`src/rtl/tpr_pkg.sv`:
```
package tpr_pkg;

    localparam int WORD_W_DEF = 18;
    localparam int DEPTH_DEF  = 64;
    localparam int N_RD       = 2;

    typedef enum logic {
        RD_COMB = 1'b0,
        RD_REG  = 1'b1
    } rd_mode_e;

    typedef struct packed {
        logic en;
        logic rst;
        logic mode_pin;
    } rd_ctl_t;

    function automatic rd_mode_e pick_mode(input bit use_pin, input logic pin,
                                           input rd_mode_e fixed);
        if (use_pin) return rd_mode_e'(pin);
        return fixed;
    endfunction

endpackage

```
`src/rtl/tpr_array.sv`:
```
module tpr_array #(
    parameter int W     = 18,
    parameter int DEPTH = 64,
    parameter int AW    = $clog2(DEPTH),
    parameter int NRD   = 2
) (
    input  logic                    clk,
    input  logic                    we,
    input  logic [AW-1:0]           waddr,
    input  logic [W-1:0]            wdata,
    input  logic [NRD-1:0][AW-1:0]  raddr,
    output logic [NRD-1:0][W-1:0]   rdata
);
    logic [W-1:0] mem [DEPTH];

    always_ff @(posedge clk) begin
        if (we) mem[waddr] <= wdata;
    end

    for (genvar i = 0; i < NRD; i++) begin : g_rd
        assign rdata[i] = mem[raddr[i]];
    end
endmodule

```
`src/rtl/tpr_rd_port.sv`:
```
module tpr_rd_port
    import tpr_pkg::*;
#(
    parameter int       W       = 18,
    parameter bit       USE_PIN = 1'b1,
    parameter rd_mode_e FIXED   = RD_REG
) (
    input  logic         clk,
    input  rd_ctl_t      ctl,
    input  logic [W-1:0] raw,
    output logic [W-1:0] data,
    output logic         mode_o
);
    rd_mode_e     mode;
    logic [W-1:0] q;

    assign mode   = pick_mode(USE_PIN, ctl.mode_pin, FIXED);
    assign mode_o = (mode == RD_REG);

    always_ff @(posedge clk) begin
        if (ctl.rst)     q <= '0;
        else if (ctl.en) q <= raw;
    end

    assign data = (mode == RD_REG) ? q : raw;
endmodule

```
`src/rtl/trireg_ram.sv`:
```
module trireg_ram
    import tpr_pkg::*;
#(
    parameter int       WORD_W       = WORD_W_DEF,
    parameter int       DEPTH        = DEPTH_DEF,
    parameter bit       A_MODE_PIN   = 1'b1,
    parameter rd_mode_e A_MODE_FIXED = RD_REG,
    parameter bit       B_MODE_PIN   = 1'b1,
    parameter rd_mode_e B_MODE_FIXED = RD_REG
) (
    input  logic                     clk,
    input  logic                     wr_en,
    input  logic [$clog2(DEPTH)-1:0] wr_addr,
    input  logic [WORD_W-1:0]        wr_data,
    input  logic                     a_en,
    input  logic                     a_rst,
    input  logic                     a_mode,
    input  logic [$clog2(DEPTH)-1:0] a_addr,
    output logic [WORD_W-1:0]        a_data,
    input  logic                     b_en,
    input  logic                     b_rst,
    input  logic                     b_mode,
    input  logic [$clog2(DEPTH)-1:0] b_addr,
    output logic [WORD_W-1:0]        b_data
);
    localparam int ADDR_W = $clog2(DEPTH);
    localparam bit [N_RD-1:0] USE_PIN = {B_MODE_PIN, A_MODE_PIN};
    localparam rd_mode_e FIXED [N_RD] = '{A_MODE_FIXED, B_MODE_FIXED};

    logic    [N_RD-1:0][ADDR_W-1:0] raddr;
    logic    [N_RD-1:0][WORD_W-1:0] raw;
    logic    [N_RD-1:0][WORD_W-1:0] rout;
    logic    [N_RD-1:0]             mode_eff;
    rd_ctl_t                        ctl [N_RD];

    assign raddr[0] = a_addr;
    assign raddr[1] = b_addr;
    assign ctl[0]   = '{en: a_en, rst: a_rst, mode_pin: a_mode};
    assign ctl[1]   = '{en: b_en, rst: b_rst, mode_pin: b_mode};

    tpr_array #(.W(WORD_W), .DEPTH(DEPTH), .AW(ADDR_W), .NRD(N_RD)) u_array (
        .clk   (clk),
        .we    (wr_en),
        .waddr (wr_addr),
        .wdata (wr_data),
        .raddr (raddr),
        .rdata (raw)
    );

    for (genvar p = 0; p < N_RD; p++) begin : g_port
        tpr_rd_port #(.W(WORD_W), .USE_PIN(USE_PIN[p]), .FIXED(FIXED[p])) u_port (
            .clk    (clk),
            .ctl    (ctl[p]),
            .raw    (raw[p]),
            .data   (rout[p]),
            .mode_o (mode_eff[p])
        );
    end

    assign a_data = rout[0];
    assign b_data = rout[1];
endmodule

```
`config.mk`:
```
export PLATFORM = sky130hd
export DESIGN_NAME = trireg_ram
export DESIGN_NICKNAME = d
export VERILOG_FILES = /design/src/rtl/tpr_pkg.sv /design/src/rtl/tpr_array.sv /design/src/rtl/tpr_rd_port.sv /design/src/rtl/trireg_ram.sv
export SDC_FILE = /design/constraint.sdc
export NUM_CORES = 1
export LEC_CHECK = 0
export BUFFER_PORTS_ARGS = -buffer_cell sky130_fd_sc_hd__buf_2
export CORE_MARGIN = 8
export CORE_UTILIZATION = 60
export CTS_CLUSTER_DIAMETER = 80
export DETAILED_ROUTE_END_ITERATION = 8
export GPL_TIMING_DRIVEN = 0
export PLACE_DENSITY = 0.73
export SETUP_SLACK_MARGIN = 0.5
export SKIP_LAST_GASP = 1
export SLEW_MARGIN = 0
export SYNTH_ARGS = -nofsm -noshare
export SYNTH_HDL_FRONTEND = slang
export SYNTH_HIERARCHICAL = 1
export SYNTH_SLANG_ARGS = --single-unit
```
`constraint.sdc`:
```
create_clock -name clk -period 5.38 [get_ports clk]
set_input_delay 0 -clock clk [delete_from_list [all_inputs] [get_ports clk]]
set_output_delay 0 -clock clk [all_outputs]
set_load 0.01 [all_outputs]
```
; Word level (Yosys, flattened, before mapping)
; Memories as Yosys holds them, arrays and structs flattened.
; Cells that the tools add are included.
[classes]
n_mux = 4
[op_table]
columns = operator, count
row1 = $mux W18, 2
row2 = $mux W1, 2
[word_totals]
reg_bits = 36
mem_bits_rw = 1152
in_bits = 44
n_memories = 1
[mem_list]
columns = name, words, word_bits, read_ports, rd_clocked_by_memory_dff, write_ports, line
row1 = u_array.mem, 64, 18, 2, 0, 1, tpr_array.sv:14  ; logic [W-1:0] mem [DEPTH];

; Depth between registers and ports, before layout
[depth]
depth_word = 2
ltp_mapped = 12
ltp_nobuf = 7

; Hierarchy
; The synthesis kept the hierarchy.
[modules_own_cells]
columns = mod, instances, cells_per_inst, area_each_um2, seq_area_each_um2
row1 = tpr_array, 1, 2669, 53664.0, 34593.2
row2 = tpr_rd_port, 2, 79, 923.4, 360.3

; Least setup slack after synthesis
; OpenSTA, ideal clock, no wires.
[synth_timing]
path_type = input to register
from = input wr_addr[3]
to = memory u_array.mem[48][0], enable pin
arrival_time_ns = 1.760
required_ns = 4.964
slack_ns = 3.205
path_stages = 4
path_buffers = 1
cell_sequence = clkbuf_1 nor2b_1 nand4b_1 nor3_1
[synth_lines]
columns = element, line
row1 = from (decl), trireg_ram.sv:13  ; input logic [$clog2(DEPTH)-1:0] wr_addr,
row2 = to (decl), tpr_array.sv:14
; No word-level cell before the write port.

==> results.md <==
* CP peak stage delay at 1.30 ns
* CTS tree: built
* Die outline height at 320 um
* Worst skew pair latency at 0.71 ns
* Power density over the cells at 332 nW/um^2
* Port bufs at 60
* Share of layout cells above drive strength 1 at 0.365
* Worst slew pin tran at 1.60 ns
* Cts bufs inserted at 120
* Final Setup Violations at 0
* Final Hold Viols at 0
* Largest net degree at the start of global routing at 65
* YS warnings at 6
* First-pass GRT wire length at 281 mm
* Worst path bufs/invs at 4
* Max-capacitance violation count at 4
* Crit path from: a_addr[2]
* Setup ws final at 0.757 ns
* Cell at the slowest stage of the critical path: a2111oi_0
* Fin. max-slew vios at 79
* CP Depth at 10
* DRC viols at 0
* Leakage power at 20.3 nW
* GRT met3 Usage at 0.173
* H-tree lvl count at 3
* Startpoint Class: primary input
* Met2 usage at 0.567
* Status: finished with violations
* Worst Skew at 0.0211 ns
* Placement Setup Slack at 1.19 ns
* Rows at 111
* DRT Pass-1 Iters at 9
* Post-Route Utilization at 0.686
* Hold_sp: wr_addr[2]
* Minimum clock period at 4.62 ns
* Resized Gates After CTS at 0
* Crit Path Class: in2out
* Crit path capture type: primary output
* DRT Wirelength at 209 mm
* Fmax at 216 MHz
* Commonest non-fill, non-tap cell in the layout: edfxtp_1
* I/O pins at 80
* Clock Root Buffer: clkbuf_16
* Nets at 3,137
* Worst r2r dst: g_port[0].u_port/q[5]$_SDFFE_PP0P_
* GPL Wtd Cong at 1.05
* Reg2Reg Depth at 8
* Most Used Layer, Global Route: met2
* Total number of vias at 35,300
* Min-delay worst type: in2reg
* Area delta synth->final at 13.3%
* Cells along the critical path: buf_4 > buf_2 > buf_2 > mux4_2 > mux2i_1 > o21ai_0 > a21oi_1 > a2111oi_0 > mux2_4 > buf_2
* Post-DP Area at 58,700 um^2
* Post-Syn Area at 55,500 um^2
* Die ar. at 102,000 um^2
* Vias in the first global route at 33,900
* Post-route design area at 62,900 um^2
* RSZ-0062 raised after global routing: no
* Met1 Track Usage GR at 0.542
* Initial Util at 0.605
* GRT overflow at 0
* CP dominant cell by count: buf_2
* R2r setup slk at 1.85 ns
* DR vias/cell at 8.05
* Hold slack at 0.0746 ns
* Number of DRC markers in iteration 0 at 7,228
* CTS Buffer Depth at 3
* CP required at 5.38 ns
* Mapped Nets at 2,869
* Mapped Cells at 2,825
* Routed length per instance at 47.6 um
* Max VDD drop at 0.000363 V
* Clock transition at path regs at 0.06 ns
* Setup repair bufs after CTS at 0
* Failing checks: max-capacitance violations, max-slew violations
* Worst path arrival time at 4.62 ns
* Sink Count at 1,188
* Number of buffers inserted by hold repair at cts at 11
* Total global-route track usage at 0.404
* Critical path fanouts, max at 10
* Fin crit share at 0.859
* Crit path max-delay family: compound AO/OA/AOI/OAI gates
* Number of antenna-violating nets in the routed design at 0
* Syn_area_per_cell at 19.6 um^2
* Hpwl dp at 147 mm
* R2r startpoint: u_array/mem[41][5]$_DFFE_PP_
* Rel. slew slack at -0.0939
* Most frequent cells in the layout: 1,152 x edfxtp_1, 568 x mux4_2, 169 x mux2i_1
* Core ar. at 91,700 um^2
* Worst Setup EP: a_data[16]
* Die Span X at 320 um
* Antenna violations before repair at 12
* Setup_tns at 0 ns
==> state kept, by name, summed over array words and instances, names as in the netlist <==
signal / flops
g_port.u_port/q: 36
u_array/mem: 1152
==> where the power goes <==
group	switching, mW	internal [mW]
Clock	3.56	4.80
Sequential	0.0412	10.2
Combinational	1.48	0.767
==> worst min path at each step <==
stage | endpoint | slack, ns | cells after the start
floorplan | u_array/mem[0][0]$_DFFE_PP_ | 0.1 | 0
global placement | g_port[0].u_port/q[5]$_SDFFE_PP0P_ | 0.30 | 2
detailed placement | g_port[1].u_port/q[1]$_SDFFE_PP0P_ | 0.31 | 2
CTS | u_array/mem[48][7]$_DFFE_PP_ | 0.0005 | 2
global route | u_array/mem[48][7]$_DFFE_PP_ | 0.09 | 2
finish | u_array/mem[48][7]$_DFFE_PP_ | 0.07 | 2
==> stage by stage <==
step	instances	power [mW]
floorplan	2825	11.6
global placement	4071	12.5
detailed placement	4134	12.6
CTS	4370	20.8
global route	4382	21.2
finish	4388	20.9
==> metal layers <==
layer	wire length, um	up-vias
li1	-	12700
met1	69700	18300
met2	87500	3624
met3	37500	664
met4	14300	14
met5	169	-
==> final cells by class <==
| cell class | instances | area, um^2 |
|---|---|---|
| plain buffers | 233 | 1350 |
| well taps | 1186 | 1480 |
| multi-input cells | 1402 | 19000 |
| inverters | 2 | 7.51 |
| clock buffers | 160 | 3300 |
| fillers | 5829 | 28800 |
| flip-flops and latches | 1188 | 35300 |
| diodes | 6 | 15.0 |
| clock inverters | 65 | 606 |
| repair buffers | 146 | 1790 |
No activity file was read; power rests on OpenSTA's default activity.
